==> src/rtl/lbdet_pkg.sv <==
package lbdet_pkg;

  typedef enum logic [1:0] {
    OS_OTHER = 2'd0,
    OS_TS1   = 2'd1,
    OS_TS2   = 2'd2,
    OS_RSVD  = 2'd3
  } os_kind_e;

  typedef enum logic [1:0] {
    ENC_8B10B   = 2'd0,
    ENC_128B130B = 2'd1,
    ENC_1B1B    = 2'd2,
    ENC_RSVD    = 2'd3
  } enc_mode_e;

  // strobes from control to datapath
  typedef struct packed {
    logic clr;
    logic inc;
  } cnt_strobe_t;

endpackage

==> src/rtl/lbdet_datapath.sv <==
module lbdet_datapath
  import lbdet_pkg::*;
#(
  parameter int          REQ_CNT = 2,
  parameter logic [3:0]  LB_CODE = 4'h9
) (
  input  logic        clk,
  input  logic        rstN,
  input  logic [1:0]  osKind,
  input  logic [3:0]  trainCtl,
  input  logic [1:0]  encMode,
  input  cnt_strobe_t strobe,
  output logic        qualify,
  output logic        atLast
);

  localparam int CNT_W = $clog2(REQ_CNT + 1);
  localparam logic [CNT_W-1:0] CNT_MAX  = CNT_W'(REQ_CNT);
  localparam logic [CNT_W-1:0] CNT_LAST = CNT_W'(REQ_CNT - 1);

  logic             lbFlag;
  logic [CNT_W-1:0] runCnt;

  // loopback indication position depends on line encoding
  always_comb begin
    unique case (encMode)
      ENC_8B10B, ENC_128B130B: lbFlag = trainCtl[2];
      ENC_1B1B:                lbFlag = (trainCtl == LB_CODE);
      default:                 lbFlag = 1'b0;
    endcase
  end

  assign qualify = lbFlag && (osKind == OS_TS1);

  always_ff @(posedge clk or negedge rstN) begin
    if (!rstN) begin
      runCnt <= '0;
    end else if (strobe.clr) begin
      runCnt <= '0;
    end else if (strobe.inc && (runCnt != CNT_MAX)) begin
      runCnt <= runCnt + 1'b1;
    end
  end

  assign atLast = (runCnt == CNT_LAST);

endmodule

==> src/rtl/lbdet_ctrl.sv <==
module lbdet_ctrl
  import lbdet_pkg::*;
(
  input  logic        clk,
  input  logic        rstN,
  input  logic        osValid,
  input  logic        exitClr,
  input  logic        qualify,
  input  logic        atLast,
  output cnt_strobe_t strobe,
  output logic        entryPulse,
  output logic        entryLevel
);

  typedef enum logic {ST_WATCH = 1'b0, ST_HELD = 1'b1} ctl_state_e;

  ctl_state_e state, stateNext;
  logic       fire;
  logic       pulseQ;

  assign fire = osValid && qualify && atLast && !exitClr && (state == ST_WATCH);

  always_comb begin
    strobe.clr = exitClr || (osValid && !qualify);
    strobe.inc = !exitClr && osValid && qualify;
  end

  always_comb begin
    stateNext = state;
    if (exitClr) begin
      stateNext = ST_WATCH;
    end else if (fire) begin
      stateNext = ST_HELD;
    end
  end

  always_ff @(posedge clk or negedge rstN) begin
    if (!rstN) begin
      state  <= ST_WATCH;
      pulseQ <= 1'b0;
    end else begin
      state  <= stateNext;
      pulseQ <= fire;
    end
  end

  assign entryPulse = pulseQ;
  assign entryLevel = (state == ST_HELD);

endmodule

==> src/rtl/loopback_entry_detect.sv <==
module loopback_entry_detect
  import lbdet_pkg::*;
#(
  parameter int         REQ_CNT = 2,
  parameter logic [3:0] LB_CODE = 4'h9
) (
  input  logic       clk,
  input  logic       rstN,
  input  logic       osValid,
  input  logic [1:0] osKind,
  input  logic [3:0] trainCtl,
  input  logic [1:0] encMode,
  input  logic       exitClr,
  output logic       entryPulse,
  output logic       entryLevel
);

  cnt_strobe_t strobe;
  logic        qualify;
  logic        atLast;

  lbdet_datapath #(
    .REQ_CNT (REQ_CNT),
    .LB_CODE (LB_CODE)
  ) u_dp (
    .clk      (clk),
    .rstN     (rstN),
    .osKind   (osKind),
    .trainCtl (trainCtl),
    .encMode  (encMode),
    .strobe   (strobe),
    .qualify  (qualify),
    .atLast   (atLast)
  );

  lbdet_ctrl u_ctl (
    .clk        (clk),
    .rstN       (rstN),
    .osValid    (osValid),
    .exitClr    (exitClr),
    .qualify    (qualify),
    .atLast     (atLast),
    .strobe     (strobe),
    .entryPulse (entryPulse),
    .entryLevel (entryLevel)
  );

endmodule

==> config.mk <==
export PLATFORM = sky130hd
export DESIGN_NAME = loopback_entry_detect
export DESIGN_NICKNAME = d
export VERILOG_FILES = /design/src/rtl/lbdet_pkg.sv /design/src/rtl/lbdet_datapath.sv /design/src/rtl/lbdet_ctrl.sv /design/src/rtl/loopback_entry_detect.sv
export SDC_FILE = /design/constraint.sdc
export NUM_CORES = 1
export LEC_CHECK = 0
export ABC_AREA = 0
export BUFFER_PORTS_ARGS = -buffer_cell sky130_fd_sc_hd__buf_2
export CAP_MARGIN = 20
export CORE_AREA = 5 5 42 44
export DETAILED_ROUTE_END_ITERATION = 10
export DIE_AREA = 0 0 47 49
export SYNTH_ARGS = -nofsm -noshare
export SYNTH_HDL_FRONTEND = slang
export SYNTH_HIERARCHICAL = 1
export SYNTH_SLANG_ARGS = --single-unit
==> constraint.sdc <==
create_clock -name clk -period 1.8 [get_ports clk]
set_input_delay 0.09 -clock clk [delete_from_list [all_inputs] [get_ports clk]]
set_output_delay 0.09 -clock clk [all_outputs]
set_load 0.05 [all_outputs]
==> results.yml <==
logic_synthesis:
  synth_top_family_by_area: "simple AND/OR/NAND/NOR gates"
  synth-seq-area-share: 0.402
  synthesis.yosys.warnings: 6
  complex_gate_fraction_of_the_synthesized_area: 0.111
  synth_mux_area_frac: 0
  syn_area_um2: 249
  synth.top_cells.by_area: "sky130_fd_sc_hd__dfrtp_1 (40%), sky130_fd_sc_hd__ha_1 (10%), sky130_fd_sc_hd__nor2_1 (7.5%), sky130_fd_sc_hd__nor4b_2 (6.0%), sky130_fd_sc_hd__nor2b_4 (5.5%)"
  synth.ff_latch_count: 4
  synthDominantAreaCellType: "sky130_fd_sc_hd__dfrtp_1"
  synth-xor-area-share: 0.0352
  yosys.area.top_type_share: 0.402
  synth.net_count: 40
  synth_simple_gate_area_frac: 0.307
  post_synth_inst_count: 26
  post_synth.cell_area_avg_um2: 9.58
  post_synth_fa_ha_maj_area_fraction: 0.101
  number_of_distinct_library_cells_after_synthesis: 15
pwr:
  power_density_mw_per_mm2: 612
  design_power_total_uw: 224
  vdd.ir_drop.worst_mv: 0.269
  leakage_uw: 0.000170
place:
  post_dp_cell_area_um2: 334
  placement.setup.worst_slack_ns: 0.423
  portBuffers: 13
  routability_driven_placement_congestion_ratio: 0.719
global_route:
  grt.busiest_layer: "met2"
  grt_util_met3: 0.0332
  grt_pass1_vias: 211
  grt_antenna_before_repair: 0
  grt_max_degree: 5
  global_route.usage.met1: 0.0552
  globalRoute.totalOverflow: 0
  globalRouteMet2Util: 0.0701
  globalRouteTotalUtil: 0.0501
  wire_length_of_the_first_global_routing_pass_um: 814
floorplan:
  floorplan.io_pins: 14
  row_count: 14
  design.core.area_mm2: 0.00140
  start_util: 0.178
  fp.dieArea_mm2: 0.00230
  die_y_um: 49
  fp.dieW_um: 47
cts:
  htree_levels: 1
  buffers_from_clock_root_to_sink_at_most: 2
  cts_inserted_buffers: 3
  post_cts.repair.setup_buffers: 0
  total_number_of_clock_tree_sinks: 4
  post_cts_resized: 0
  later_pin_clock_latency_in_the_skew_report_ns: 0.23
  cts_tree: "yes"
  clock_pin_slew_on_the_worst_setup_and_hold_paths_ns: 0.04
  clock-root-buffer: "sky130_fd_sc_hd__clkbuf_4"
route:
  antenna_violating_nets_post_route: 0
  route.detailed.wl_per_inst_um: 8.64
  wl_um: 510
  vias_post_dr: 232
  dr.pass1.iters: 2
  detail_route.iter0.violations: 4
  drc: 0
  average_vias_per_placed_instance: 3.93
worst_setup_path:
  path_max_fanout: 3
  crit_chain: "inv_1 > ha_1 > nor2b_4 > nor2_1 > a211oi_1"
  crit_path_end_kind: "flop"
  rr_worst_depth: 5
  cpLargestDelayFamily: "flip-flops"
  criticalPathCategory: "reg2reg"
  regToRegSetupSlack_ns: 0.65
  max_stage_delay_ns: 0.38
  critPathLaunchType: "flop"
  worstReg2RegStart: "u_dp/runCnt[0]"
  crit-reg2reg-capture: "u_dp/runCnt[1]"
  worstSetupStartpoint: "u_dp/runCnt[0]"
  timing.critical_path.arrival_ns: 1.28
  cp.buffers_inverters: 1
  worst-endpoint-required_ns: 1.93
  timing.critical_path.slowest_stage_cell: "sky130_fd_sc_hd__dfrtp_1"
timing:
  fmax_ghz: 0.871
  finalCritPeriodShare: 0.638
  timing_hold_violations_final: 0
  fin_crit_ns: 1.15
  maxSlewHeadroom: 0.840
  fin_setup_tns_ns: 0
  unrepaired_setup_endpoints_after_global_routing: "no"
  hold-worst-slack_ns: 0.0694
  setup_slack_ns: 0.651
  final-setup-viol-count: 0
  finalClockSkew_ns: 0.00584
  timing.final.max_slew_violations: 0
  tightestPinTransition_ns: 0.241
finish:
  fin_area_um2: 367
  nNetsFinal: 59
  antenna_cells: 0
  area_growth_syn_to_layout_pct: 47.2
  drive_above_1_share: 0.442
outcome:
  status: "finished clean"
worst_hold_path:
  worst_hold_path.endpoint: "u_ctl/entryPulse"
  timing.hold.worst.class: "in2reg"
  min-delay-start: "exitClr"
  min_path_cells: 2
job:
  drv_cap: 0
-- sequential cells by signal, indices dropped and copies added, names as in the netlist --
register / count
u_dp/runCnt: 2
u_ctl/entryLevel: 1
u_ctl/entryPulse: 1
-- worst max path at each step --
stage	to	cells after the start
floorplan	u_dp/runCnt[1]	8
global placement	u_dp/runCnt[1]	9
detailed placement	u_dp/runCnt[1]	9
CTS	u_dp/runCnt[1]	5
global route	u_dp/runCnt[1]	9
finish	u_dp/runCnt[1]	5
-- metrics by stage --
step | std cells | utilization
floorplan | 26 | -
global placement | 55 | 0.238
detailed placement | 55 | 0.238
CTS | 59 | 0.262
global route | 59 | 0.262
finish | 59 | 0.262
-- kinds of logic after synthesis --
family,count (synthesis)
AO/OA/AOI/OAI,4
buffers and inverters,3
AND/OR/NAND/NOR,12
XOR/XNOR,1
flip-flops,4
adder cells (fa/ha/maj),2
-- Yosys cell counts --
library cell and count:
sky130_fd_sc_hd__ha_1 2, sky130_fd_sc_hd__nor4b_2 1, sky130_fd_sc_hd__nand2b_1 2, sky130_fd_sc_hd__xnor2_1 1, sky130_fd_sc_hd__dfrtp_1 4, sky130_fd_sc_hd__a211oi_1 1
sky130_fd_sc_hd__a21oi_1 1, sky130_fd_sc_hd__nand4_1 1, sky130_fd_sc_hd__a21o_2 1, sky130_fd_sc_hd__nand2_1 1, sky130_fd_sc_hd__nor2_1 5, sky130_fd_sc_hd__nor2b_1 1
sky130_fd_sc_hd__nor2b_4 1, sky130_fd_sc_hd__inv_1 3, sky130_fd_sc_hd__a31oi_1 1
-- final cells by class --
class | instances | area (µm²)
flip-flops and latches | 4 | 100
clock buffers | 3 | 22.5
fillers | 164 | 1030
well taps | 16 | 20.0
inverters | 3 | 11.3
repair buffers | 14 | 75.1
multi-input cells | 19 | 138
-- worst register-to-register path, delay by kind of cell (launching register included) --
kind                     cells  cell delay, ns
flip-flops                   1            0.38
adder cells (fa/ha/maj)      1            0.22
AO/OA/AOI/OAI                1            0.21
AND/OR/NAND/NOR              2            0.19
buffers and inverters        1            0.06
-- metal layers --
layer  routed length (µm)  vias up
met1                  199      103
met2                  254        7
met4                    0        0
met5                    0        -
met3                   56        0
li1                     -      122
-- placed cells by master (no fill, tap or decap) --
cell type,count
sky130_fd_sc_hd__nor2_1,5
sky130_fd_sc_hd__a211oi_1,1
sky130_fd_sc_hd__clkbuf_4,3
sky130_fd_sc_hd__nand2_1,1
sky130_fd_sc_hd__buf_2,13
sky130_fd_sc_hd__inv_1,3
sky130_fd_sc_hd__xnor2_1,1
sky130_fd_sc_hd__nor2b_1,1
sky130_fd_sc_hd__dlygate4sd3_1,1
sky130_fd_sc_hd__dfrtp_1,4
sky130_fd_sc_hd__nor2b_4,1
sky130_fd_sc_hd__a31oi_1,1
sky130_fd_sc_hd__nand4_1,1
sky130_fd_sc_hd__nor4b_2,1
sky130_fd_sc_hd__ha_1,2
sky130_fd_sc_hd__a21oi_1,1
sky130_fd_sc_hd__nand2b_1,2
sky130_fd_sc_hd__a21o_2,1
-- where the power goes --
part	total, µW	internal (µW)	switching, µW
combinational	24.4	14.3	10.1
sequential	90.9	90.7	0.228
clock	109	74.4	34.7
total	224	179	45.0
-- repair_timing --
action | CTS | global route
hold buffers | 1 | 0
setup endpoints to repair | 0 | 0
hold endpoints to repair | 4 | 0
(Power assumes the default switching activity.)
